[config.mk]
export PLATFORM = sky130hd
export DESIGN_NAME = cpu_hotadd_bitmap
export DESIGN_NICKNAME = d
export VERILOG_FILES = /design/src/rtl/cpu_hotadd_pkg.sv /design/src/rtl/cpu_hotadd_ctrl.sv /design/src/rtl/cpu_hotadd_data.sv /design/src/rtl/cpu_hotadd_bitmap.sv
export SDC_FILE = /design/constraint.sdc
export NUM_CORES = 1
export LEC_CHECK = 0
export BUFFER_PORTS_ARGS = -buffer_cell sky130_fd_sc_hd__buf_2
export CAP_MARGIN = 20
export CORE_MARGIN = 3
export CORE_UTILIZATION = 25
export CTS_CLUSTER_SIZE = 14
export DETAILED_ROUTE_END_ITERATION = 8
export PLACE_DENSITY = 0.49
export SLEW_MARGIN = 15
export SYNTH_ARGS = -nofsm -noshare
export SYNTH_HDL_FRONTEND = slang
export SYNTH_SLANG_ARGS = --single-unit
export TNS_END_PERCENT = 20
[constraint.sdc]
create_clock -name clk -period 7.09 [get_ports clk]
set_input_delay 2.127 -clock clk [delete_from_list [all_inputs] [get_ports clk]]
set_output_delay 2.127 -clock clk [all_outputs]
set_load 0.005 [all_outputs]
[src/rtl/cpu_hotadd_pkg.sv]
package cpu_hotadd_pkg;

  // Bit position of the processor-change flag in the first event-status byte
  localparam int CPU_EVT_BIT = 2;

  // Strobes from control to datapath
  typedef struct packed {
    logic setEn;   // add event accepted this cycle
    logic clrEn;   // remove event accepted this cycle
    logic rdEn;    // bus read accepted this cycle
    logic rdHit;   // accepted read falls inside the window
  } bmpStrobe_t;

  // Boot value of one status byte given the total boot processor count
  function automatic logic [7:0] fillByte(int count, int byteIdx);
    int remaining;
    logic [7:0] value;
    remaining = count - 8 * byteIdx;
    if (remaining >= 8) begin
      value = 8'hFF;
    end else if (remaining <= 0) begin
      value = 8'h00;
    end else begin
      value = 8'((1 << remaining) - 1);
    end
    return value;
  endfunction

endpackage

[src/rtl/cpu_hotadd_ctrl.sv]
module cpu_hotadd_ctrl
  import cpu_hotadd_pkg::*;
#(
  parameter int MAX_CPUS = 256,
  parameter int ADDR_W = 16,
  parameter logic [ADDR_W-1:0] BASE_ADDR = 16'hAF00,
  parameter int IDX_W = 9,
  parameter int SEL_W = 5
) (
  input  logic              clk,
  input  logic              rstN,
  input  logic              evtValid,
  input  logic              evtAdd,
  input  logic [IDX_W-1:0]  evtIndex,
  input  logic [ADDR_W-1:0] busAddr,
  input  logic              busRd,
  input  logic              busWr,
  output bmpStrobe_t        strb,
  output logic [SEL_W-1:0]  evtByte,
  output logic [7:0]        evtBitMask,
  output logic [SEL_W-1:0]  rdByte,
  output logic [7:0]        gpeSetMask
);

  localparam int NUM_BYTES = MAX_CPUS / 8;
  localparam logic [IDX_W-1:0] MAX_IDX = IDX_W'(MAX_CPUS);
  localparam logic [ADDR_W-1:0] WIN_LEN = ADDR_W'(NUM_BYTES);
  localparam logic [7:0] EVT_MASK = 8'(1 << CPU_EVT_BIT);

  logic              idxInRange;
  logic [ADDR_W-1:0] winOffset;
  logic              inWindow;

  // Event decode: index splits into byte select and bit position
  always_comb begin
    idxInRange = (evtIndex < MAX_IDX);
    evtByte    = evtIndex[SEL_W+2:3];
    evtBitMask = 8'(1 << evtIndex[2:0]);
  end

  // Address decode: one unsigned compare covers both window bounds
  always_comb begin
    winOffset = busAddr - BASE_ADDR;
    inWindow  = (winOffset < WIN_LEN);
    rdByte    = winOffset[SEL_W-1:0];
  end

  always_comb begin
    strb.setEn = evtValid && idxInRange && evtAdd;
    strb.clrEn = evtValid && idxInRange && !evtAdd;
    strb.rdEn  = busRd && !busWr;
    strb.rdHit = inWindow;
  end

  // Registered one-cycle set pulse toward the event-status register
  always_ff @(posedge clk) begin
    if (!rstN) begin
      gpeSetMask <= 8'h00;
    end else if (strb.setEn || strb.clrEn) begin
      gpeSetMask <= EVT_MASK;
    end else begin
      gpeSetMask <= 8'h00;
    end
  end

endmodule

[src/rtl/cpu_hotadd_data.sv]
module cpu_hotadd_data
  import cpu_hotadd_pkg::*;
#(
  parameter int NUM_BYTES = 32,
  parameter int CNT_W = 9,
  parameter int SEL_W = 5
) (
  input  logic             clk,
  input  logic             rstN,
  input  logic [CNT_W-1:0] bootCount,
  input  bmpStrobe_t       strb,
  input  logic [SEL_W-1:0] evtByte,
  input  logic [7:0]       evtBitMask,
  input  logic [SEL_W-1:0] rdByte,
  output logic [7:0]       rdData
);

  logic [NUM_BYTES-1:0][7:0] statusBytes;

  // One register byte per group of eight processors
  for (genvar g = 0; g < NUM_BYTES; g++) begin : g_byte
    logic byteSel;
    assign byteSel = (evtByte == SEL_W'(g));

    always_ff @(posedge clk) begin
      if (!rstN) begin
        statusBytes[g] <= fillByte(int'(bootCount), g);
      end else if (strb.setEn && byteSel) begin
        statusBytes[g] <= statusBytes[g] | evtBitMask;
      end else if (strb.clrEn && byteSel) begin
        statusBytes[g] <= statusBytes[g] & ~evtBitMask;
      end
    end
  end

  // Registered read port; outside the window returns zero
  always_ff @(posedge clk) begin
    if (!rstN) begin
      rdData <= 8'h00;
    end else if (strb.rdEn) begin
      rdData <= strb.rdHit ? statusBytes[rdByte] : 8'h00;
    end
  end

endmodule

[src/rtl/cpu_hotadd_bitmap.sv]
module cpu_hotadd_bitmap
  import cpu_hotadd_pkg::*;
#(
  parameter int MAX_CPUS = 256,
  parameter int ADDR_W = 16,
  parameter logic [ADDR_W-1:0] BASE_ADDR = 16'hAF00
) (
  input  logic                           clk,
  input  logic                           rstN,
  input  logic [$clog2(MAX_CPUS+1)-1:0]  bootCount,
  input  logic                           evtValid,
  input  logic                           evtAdd,
  input  logic [$clog2(MAX_CPUS):0]      evtIndex,
  input  logic [ADDR_W-1:0]              busAddr,
  input  logic                           busRd,
  input  logic                           busWr,
  output logic [7:0]                     rdData,
  output logic [7:0]                     gpeSetMask
);

  localparam int NUM_BYTES = MAX_CPUS / 8;
  localparam int SEL_W = $clog2(NUM_BYTES);
  localparam int IDX_W = $clog2(MAX_CPUS) + 1;
  localparam int CNT_W = $clog2(MAX_CPUS + 1);

  bmpStrobe_t       strb;
  logic [SEL_W-1:0] evtByte;
  logic [7:0]       evtBitMask;
  logic [SEL_W-1:0] rdByte;

  cpu_hotadd_ctrl #(
    .MAX_CPUS (MAX_CPUS),
    .ADDR_W   (ADDR_W),
    .BASE_ADDR(BASE_ADDR),
    .IDX_W    (IDX_W),
    .SEL_W    (SEL_W)
  ) i_ctrl (
    .clk       (clk),
    .rstN      (rstN),
    .evtValid  (evtValid),
    .evtAdd    (evtAdd),
    .evtIndex  (evtIndex),
    .busAddr   (busAddr),
    .busRd     (busRd),
    .busWr     (busWr),
    .strb      (strb),
    .evtByte   (evtByte),
    .evtBitMask(evtBitMask),
    .rdByte    (rdByte),
    .gpeSetMask(gpeSetMask)
  );

  cpu_hotadd_data #(
    .NUM_BYTES(NUM_BYTES),
    .CNT_W    (CNT_W),
    .SEL_W    (SEL_W)
  ) i_data (
    .clk       (clk),
    .rstN      (rstN),
    .bootCount (bootCount),
    .strb      (strb),
    .evtByte   (evtByte),
    .evtBitMask(evtBitMask),
    .rdByte    (rdByte),
    .rdData    (rdData)
  );

endmodule

==> Yosys cells after proc, flatten, opt, wreduce, memory -nomap -nowiden <==
Index checks and enable logic that the tools add are counted.
{ "classes": {"n_addsub": 64, "n_lt_le_gt_ge": 67, "n_eq_ne": 63, "shifts": 33, "muxes": 164, "bitwise_logic": 65, "reduce_logical": 72} }
{ "ops": {"columns": ["op", "count"], "rows": [
  ["2-to-1 mux 8 bit", 162],
  ["greater-or-equal comparator 32 x 5 -> 1 bit (second input constant)", 31],
  ["<= comparator 32 x 1 -> 1 bit (second input constant)", 31],
  ["<< shifter 1 x 32 -> 8 bit (first input constant)", 31],
  ["AND 8 bit", 32],
  ["bitwise OR 8 bit", 32],
  ["subtractor 8 x 2 -> 8 bit (second input constant)", 32],
  ["subtractor 9 x 8 -> 10 bit (second input constant)", 16],
  ["!= test 3 x 1 -> 1 bit (second input constant)", 32],
  ["equality test 5 bit (second input constant)", 16],
  ["subtractor 9 x 7 -> 10 bit (second input constant)", 8],
  ["logical AND 1 bit", 68],
  ["binary-select mux 8 bit (select 5 bit)", 1],
  ["equality test 5 x 4 -> 1 bit (second input constant)", 8],
  ["subtractor 9 x 6 -> 10 bit (second input constant)", 4],
  ["equality test 5 x 3 -> 1 bit (second input constant)", 4],
  ["subtractor 9 x 5 -> 10 bit (second input constant)", 2],
  ["< comparator 16 x 6 -> 1 bit (second input constant)", 1],
  ["subtractor 16 bit (second input constant)", 1],
  ["equality test 5 x 2 -> 1 bit (second input constant)", 2],
  ["subtractor 9 x 4 -> 10 bit (second input constant)", 1],
  ["greater-or-equal comparator 9 x 4 -> 1 bit (second input constant)", 1],
  ["<= comparator 9 x 1 -> 1 bit (second input constant)", 1],
  ["< comparator 9 bit (second input constant)", 1],
  ["9 further kinds", 10]
]} }
{ "word_totals": {"register_bits": 272, "in_bits": 40, "output_inout_bits": 16, "elab_cells": 562} }

==> Longest topological paths before layout <==
Gate-level depths: netlist (run 1).
{ "depth": {"word_depth": 7, "depth_mapped": 18, "ltp_nobuf": 14} }

==> By module <==
From an unflattened synthesis (run 1), not the netlist that was laid out.
{ "unflattened": {"cells_unflattened": 2398, "area_unflattened_um2": 21166.6} }
{ "by_module_without_submodules": {"columns": ["mod", "instances", "cells_per_inst", "area_per_inst_um2", "seq_area_each_um2"], "rows": [
  ["cpu_hotadd_data", 1, 2361, 20882.5, 7847.5],
  ["cpu_hotadd_ctrl", 1, 37, 284.0, 20.0]
]} }

==> Worst setup path after synthesis (run 1) <==
OpenSTA, ideal clock, no wires.
{ "synth_timing": {"path_type": "input-to-reg", "from": "in bootCount[3]", "to": "reg (tool-made name)", "setup_ns": 0.275, "arrival_time_ns": 5.028, "required_time_ns": 6.815, "setup_slack_ns": 1.788, "stages": 18, "n_path_buf": 6, "path_cell_list": "buf_4 buf_6 inv_2 buf_2 ha_1 buf_2 inv_1 and4_1 o211ai_1 clkbuf_1 or3_1 ha_1 clkbuf_1 nand3_1 o21ai_0 a211o_1 o221ai_1 o221ai_1"} }
{ "synth_lines": {"columns": ["item", "line_no", "rtl"], "rows": [
  ["start: declaration", "cpu_hotadd_bitmap.sv:10", "input logic [$clog2(MAX_CPUS+1)-1:0] bootCount,"]
]} }

==> metrics, run 1 <==
total track usage=22.8%; Post-CTS Setup Inserts=0; CTS tree=built; # setup viols final=0; final antenna-violating net count=0; clock skew=0.0121 ns; vias per cell=6.24; CP Class=in2reg; max-slew violation count=0; synthesized area=20900 um2; sequential area share after synthesis=37.6%; routability cong.=1.02; DP Area=22300 um2; Hold Path Class=reg2reg; FMAX=180 MHz; nets=2347; Total Neg Setup Slack=0 ns; I/O Pins=56; min Tclk post-route=5.55 ns; Syn. warnings=0; power per cell area=196 nW/um2; P&R area growth vs syn=11.8%; worst-path maximum fanout=36; slowest CP cell=xnor2_1; max_cap viols=0; clock root buffer master=clkbuf_16; period utilization=78.3%; Setup crit end kind=flop; worst path cell trace=buf_2 -> inv_2 -> ha_1 -> nor2b_1 -> xnor2_1 -> and2b_1 -> and3_1 -> nand2_1 -> ha_1 -> inv_1 -> a41oi_1 -> a311oi_1 -> o211ai_1; Multi-input gate area=12200 um2; Post-synth ARST share=0%; post-route cell area=23400 um2; IO buf count=48; clock sinks=265; crit-path max cell delay=0.66 ns; # fillers=8692; DRT Wirelength=102 mm; Starting DRT DRC Count=3184; CTS buffer count=35; worst path bufs/invs=3; Yosys reg bits=265; Post-Syn Instances=2274; first-pass GRT wire length=144 mm; vias in the first global route=19.3k; initial antenna violation count=5; final hold violations=0; GRT overflow=0; leak pwr=7.42 nW; DR WL/cell=30.7 um; die height=295 um; main flop type after synthesis=edfxtp_1; CP Launch Type=input pin; unrepaired setup endpoints after global routing=no; Worst EP arrival=5.83 ns; worst-margin pin slew=1.25 ns; die extent in x=295 um; CTS resizes=0; Starting Density=25.4%; post-route DRC violation count=0; fraction of layout cells with a size suffix above 1=14.4%; register area=7870 um2; first drt pass iteration count=6; Worst path top cell family by delay=buffers and inverters; Slew Limit Headroom=16.5%; clock slew at reported path FFs=0.06 ns; CP dominant cell by count=ha_1; largest net degree at the start of global routing=60; synth unique cells=104; CP required=7.37 ns; Clock Latency Late Sink=0.54 ns; DP HPWL=73.2 mm; Syn Area/Cell=9.20 um2; core box area=82500 um2; routed vias=20.8k; Peak supply drop=0.124 mV; Hold-fix buffers, CTS=0; number of synthesized flops with an enable pin=256; run status=complete, no violations; die area=87200 um2; row count=105; clock buffer depth=3; H-tree Lvls=2
[stage by stage]
step	power, mW	setup WS (ns)	hold slack [ns]	cells	utilization [%]
2_1_floorplan	2.49	1.79	0.435	2280	-
3_3_place_gp	2.86	1.23	0.424	3270	26.9
3_5_place_dp	2.88	1.11	0.430	3276	27.0
4_1_cts	4.58	1.68	0.441	3337	28.3
5_1_grt	4.72	1.35	0.468	3337	28.3
6_report	4.59	1.54	0.438	3339	28.4
[cells by family after synthesis]
| kind of cell | synth area share (%) |
|---|---|
| compound gates | 22.3 |
| xor+xnor | 2.04 |
| fa+ha+maj | 3.83 |
| buf+inv | 4.74 |
| flops | 37.6 |
| mux | 8.81 |
| other cells | 0.0179 |
| simple gates | 20.6 |
[metal layers]
layer | vias up | global-route usage, % | share of wire [%]
met3 | 240 | 6.07 | 13
met5 | - | 0 | 0.0088
met1 | 10400 | 32.4 | 42
met4 | 2 | 8.91 | 4.2
met2 | 1618 | 32.8 | 41
li1 | 8634 | - | -
[area by class of cell]
type,instances,share of cell area [%]
multi-input combinational,1795,52.2
sequential,265,33.6
tap,1070,5.72
clock buffer,50,4.39
timing repair buffer,108,3.17
inverter,38,0.610
clock inverter,11,0.230
antenna,2,0.0214
[cell usage in the layout, fill, tap and decap left out, types with 10 or more instances in the layout]
cell	n
o211ai_1	10
nor3_1	54
nor2_1	372
inv_1	34
a41oi_1	10
a311o_1	10
nor2b_1	44
or3_1	17
nand2b_1	25
o21ai_1	26
nor3b_1	12
a21oi_1	100
a221oi_1	14
a22oi_1	17
nand2_1	180
edfxtp_1	256
and3_1	23
a211oi_1	13
buf_4	54
xnor2_1	37
a21o_1	26
o22ai_1	155
nand4_1	27
o21a_1	14
buf_2	47
and2_1	18
mux4_2	80
ha_1	64
a31oi_1	27
o221ai_1	22
nand3_1	63
clkbuf_16	38
o21ai_0	107
[where the power goes]
group          total, mW  switching [mW]  internal [mW]
Combinational      0.968           0.678          0.290
Sequential          1.92          0.0495           1.87
Clock               1.70           0.700           1.00
Total               4.59            1.43           3.16
[worst paths after layout]
path	depth (start not counted)	endpoint	start	slack, ns
worst min-delay path	2	i_data.rdData[0]$_SDFFE_PN0P_	i_data.rdData[0]$_SDFFE_PN0P_	0.44
worst max-delay path	13	flop	bootCount[6]	1.54
worst max register to register	4	i_data.rdData[1]$_SDFFE_PN0P_	flop	4.97
worst min register to register	2	i_data.rdData[0]$_SDFFE_PN0P_	i_data.rdData[0]$_SDFFE_PN0P_	0.44
[synthesized netlist by cell type, drive strengths merged, types with 26 or more instances]
| master | n | area [um2] |
|---|---|---|
| a21o | 26 | 195 |
| a21oi | 112 | 583 |
| a31oi | 31 | 206 |
| buf | 73 | 439 |
| clkbuf | 109 | 409 |
| edfxtp | 256 | 7690 |
| ha | 64 | 801 |
| inv | 38 | 143 |
| mux4 | 80 | 1800 |
| nand2 | 184 | 693 |
| nand3 | 64 | 325 |
| nand4 | 27 | 169 |
| nor2 | 379 | 1430 |
| nor2b | 44 | 275 |
| nor3 | 61 | 320 |
| o21ai | 140 | 727 |
| o22ai | 155 | 970 |
| xnor2 | 38 | 340 |
[worst min-delay path: cells and delay by family (launching register included)]
| family | cells | cell delay [ns] |
|---|---|---|
| and+or+nand+nor | 2 | 0.09 |
| DFF | 1 | 0.30 |
Power figures use the tool's default switching activity.
==> run 2: changes to the inputs <==
clock period = 5.15 ns   (was 7.09 ns; I/O delays follow)
==> run 2 against run 1 <==
Against the previous run:
- register-to-register slack lost 1.9 ns
- sequential power grew 37%
- clock skew increased by 0.0029 ns
- sequential cell count did not move
- sequential share of layout area down 0.58 points
- combinational power is 43% higher
- via count grew 0.15%
- wire length decreased by 0.98%
- largest power group unchanged
- highest routed layer unchanged
==> metrics, run 2 (same netlist as run 1, synthesis figures left out) <==
run status=complete, no violations (unchanged); Worst path top cell family by delay=compound AO/OA/AOI/OAI gates (was buffers and inverters); Post-CTS Setup Inserts=0 (unchanged); post-route cell area=23800 um2 (was 23400 um2); Switching Share=31.9% (was 31.1%); DRT Wirelength=101 mm (was 102 mm); GRT overflow=0 (unchanged); DR WL/cell=29.8 um (was 30.7 um); Hold-fix buffers, CTS=0 (unchanged); row count=105 (unchanged); worst path cell trace=buf_2 -> buf_4 -> ha_1 -> nand3b_1 -> a211oi_1 -> and3_1 -> nand2_1 -> ha_1 -> a221oi_1 -> o22ai_1 (was buf_2 -> inv_2 -> ha_1 -> nor2b_1 -> xnor2_1 -> and2b_1 -> and3_1 -> nand2_1 -> ha_1 -> inv_1 -> a41oi_1 -> a311oi_1 -> o211ai_1); fraction of layout cells with a size suffix above 1=16.7% (was 14.4%); nets=2413 (was 2347); Hold Path Class=reg2reg (unchanged); NetSw=1.95 mW (was 1.43 mW); clock slew at reported path FFs=0.06 ns (about the same); max_cap viols=0 (unchanged); routability cong.=1.01 (was 1.02); total track usage=22.6% (was 22.8%); combinational power share=22.5% (was 21.1%); crit-path max cell delay=0.66 ns (about the same); period utilization=93.4%; Final Power=6.12 mW (was 4.59 mW); CTS tree=built (unchanged); DP HPWL=76.0 mm (was 73.2 mm); clock sinks=265 (unchanged); CP Launch Type=input pin (unchanged); Worst EP arrival=5.11 ns (was 5.83 ns); die area=87200 um2 (unchanged); final hold violations=0 (unchanged); clock buffer depth=3 (unchanged); most frequent cells in the layout=nor2_1 (375), edfxtp_1 (256), nand2_1 (183) (was nor2_1 (372), edfxtp_1 (256), nand2_1 (180)); P&R area growth vs syn=13.8% (was 11.8%); H-tree Lvls=1 (was 2); power per cell area=257 nW/um2 (was 196 nW/um2); first drt pass iteration count=6 (unchanged); vias per cell=6.13 (was 6.24); I/O Pins=56 (unchanged); worst-margin pin slew=1.15 ns (was 1.25 ns); core box area=82500 um2 (unchanged); slowest CP cell=ha_1 (was xnor2_1); FMAX=208 MHz; Setup WS pre-CTS=-0.0765 ns (was 1.11 ns); IO buf count=48 (unchanged); Clock Latency Late Sink=0.59 ns (was 0.54 ns); commonest non-fill, non-tap cell in the layout=nor2_1 (unchanged); final antenna-violating net count=0 (unchanged); worst hold margin=0.437 ns (was 0.438 ns); CTS buffer count=31 (was 35); R2R Setup Slk=3.07 ns (was 4.97 ns); die extent in x=295 um (unchanged); clock power share=34.4% (was 37.1%); post-route DRC violation count=0 (unchanged); max-slew violation count=0 (unchanged); clock root buffer master=clkbuf_16 (unchanged); Starting DRT DRC Count=3284 (was 3184); # setup viols final=0 (unchanged); clock skew=0.0150 ns (was 0.0121 ns); Starting Density=25.4% (unchanged); worst-path maximum fanout=16 (was 36); Slew Limit Headroom=23.3% (was 16.5%); die height=295 um (unchanged); largest net degree at the start of global routing=62 (was 60); CP required=5.45 ns (was 7.37 ns); min Tclk post-route=4.81 ns; vias in the first global route=19.1k (was 19.3k); CP dominant cell by count=ha_1 (unchanged); Setup crit end kind=flop (unchanged); Peak supply drop=0.236 mV (was 0.124 mV); initial antenna violation count=7 (was 5); DP Area=22900 um2 (was 22300 um2); post-route setup slack=0.340 ns (was 1.54 ns); CP Class=in2reg (unchanged); worst path bufs/invs=2 (was 3); unrepaired setup endpoints after global routing=no (unchanged); routed vias=20.9k (was 20.8k); power share of the sequential group=43.1% (was 41.8%); CTS resizes=0 (unchanged); first-pass GRT wire length=143 mm (was 144 mm); Pint=4.17 mW (was 3.16 mW); leak pwr=7.71 nW (was 7.42 nW)
run 2: power by group through the flow:
stage | Clock [mW] | Sequential [mW] | Combinational [mW]
after floorplan | 0 | 2.64 | 0.788
after global placement | 0 | 2.67 | 1.32
after detailed placement | 0 | 2.68 | 1.34
after CTS | 2.13 | 2.63 | 1.34
after global routing | 2.21 | 2.65 | 1.43
final | 2.11 | 2.64 | 1.38
run 2: area by class of cell:
class / count / area, um2
fill: 8714 / 58700
timing repair buffer: 178 / 1330
antenna: 2 / 5.00
tap: 1070 / 1340
inverter: 38 / 143
clock buffer: 35 / 791
multi-input combinational: 1795 / 12200
clock inverter: 23 / 159
sequential: 265 / 7870
run 2: final timing paths:
| path | from | endpoint | cells after the start |
|---|---|---|---|
| max | bootCount[6] | flop | 10 |
| max reg2reg | flop | i_data.rdData[6]$_SDFFE_PN0P_ | 4 |
| min reg2reg | i_data.rdData[5]$_SDFFE_PN0P_ | i_data.rdData[5]$_SDFFE_PN0P_ | 2 |
| min | i_data.rdData[5]$_SDFFE_PN0P_ | i_data.rdData[5]$_SDFFE_PN0P_ | 2 |
run 2: metal layers:
metal  wire, um  track usage (%)  up-vias
met5         34                0        -
met2      42100             32.9     1491
met3      12100             4.01      234
met4       4520             8.71        4
li1           -                -     8764
met1      42600             33.1    10400
run 2: metrics by stage:
step                      setup TNS (ns)  std cells  utilization [%]
after floorplan                        0       2280                -
after global placement          -0.00197       3345             27.7
after detailed placement         -0.0765       3346             27.7
after CTS                              0       3404             28.8
after global routing                   0       3404             28.8
final                                  0       3406             28.9
run 2: worst reg2reg max path, delay by kind of cell, from the launching register on:
kind	cells	cell delay (ns)
multiplexers	2	1.06
flip-flops	1	0.53
AND/OR/NAND/NOR	1	0.09
AO/OA/AOI/OAI	1	0.29
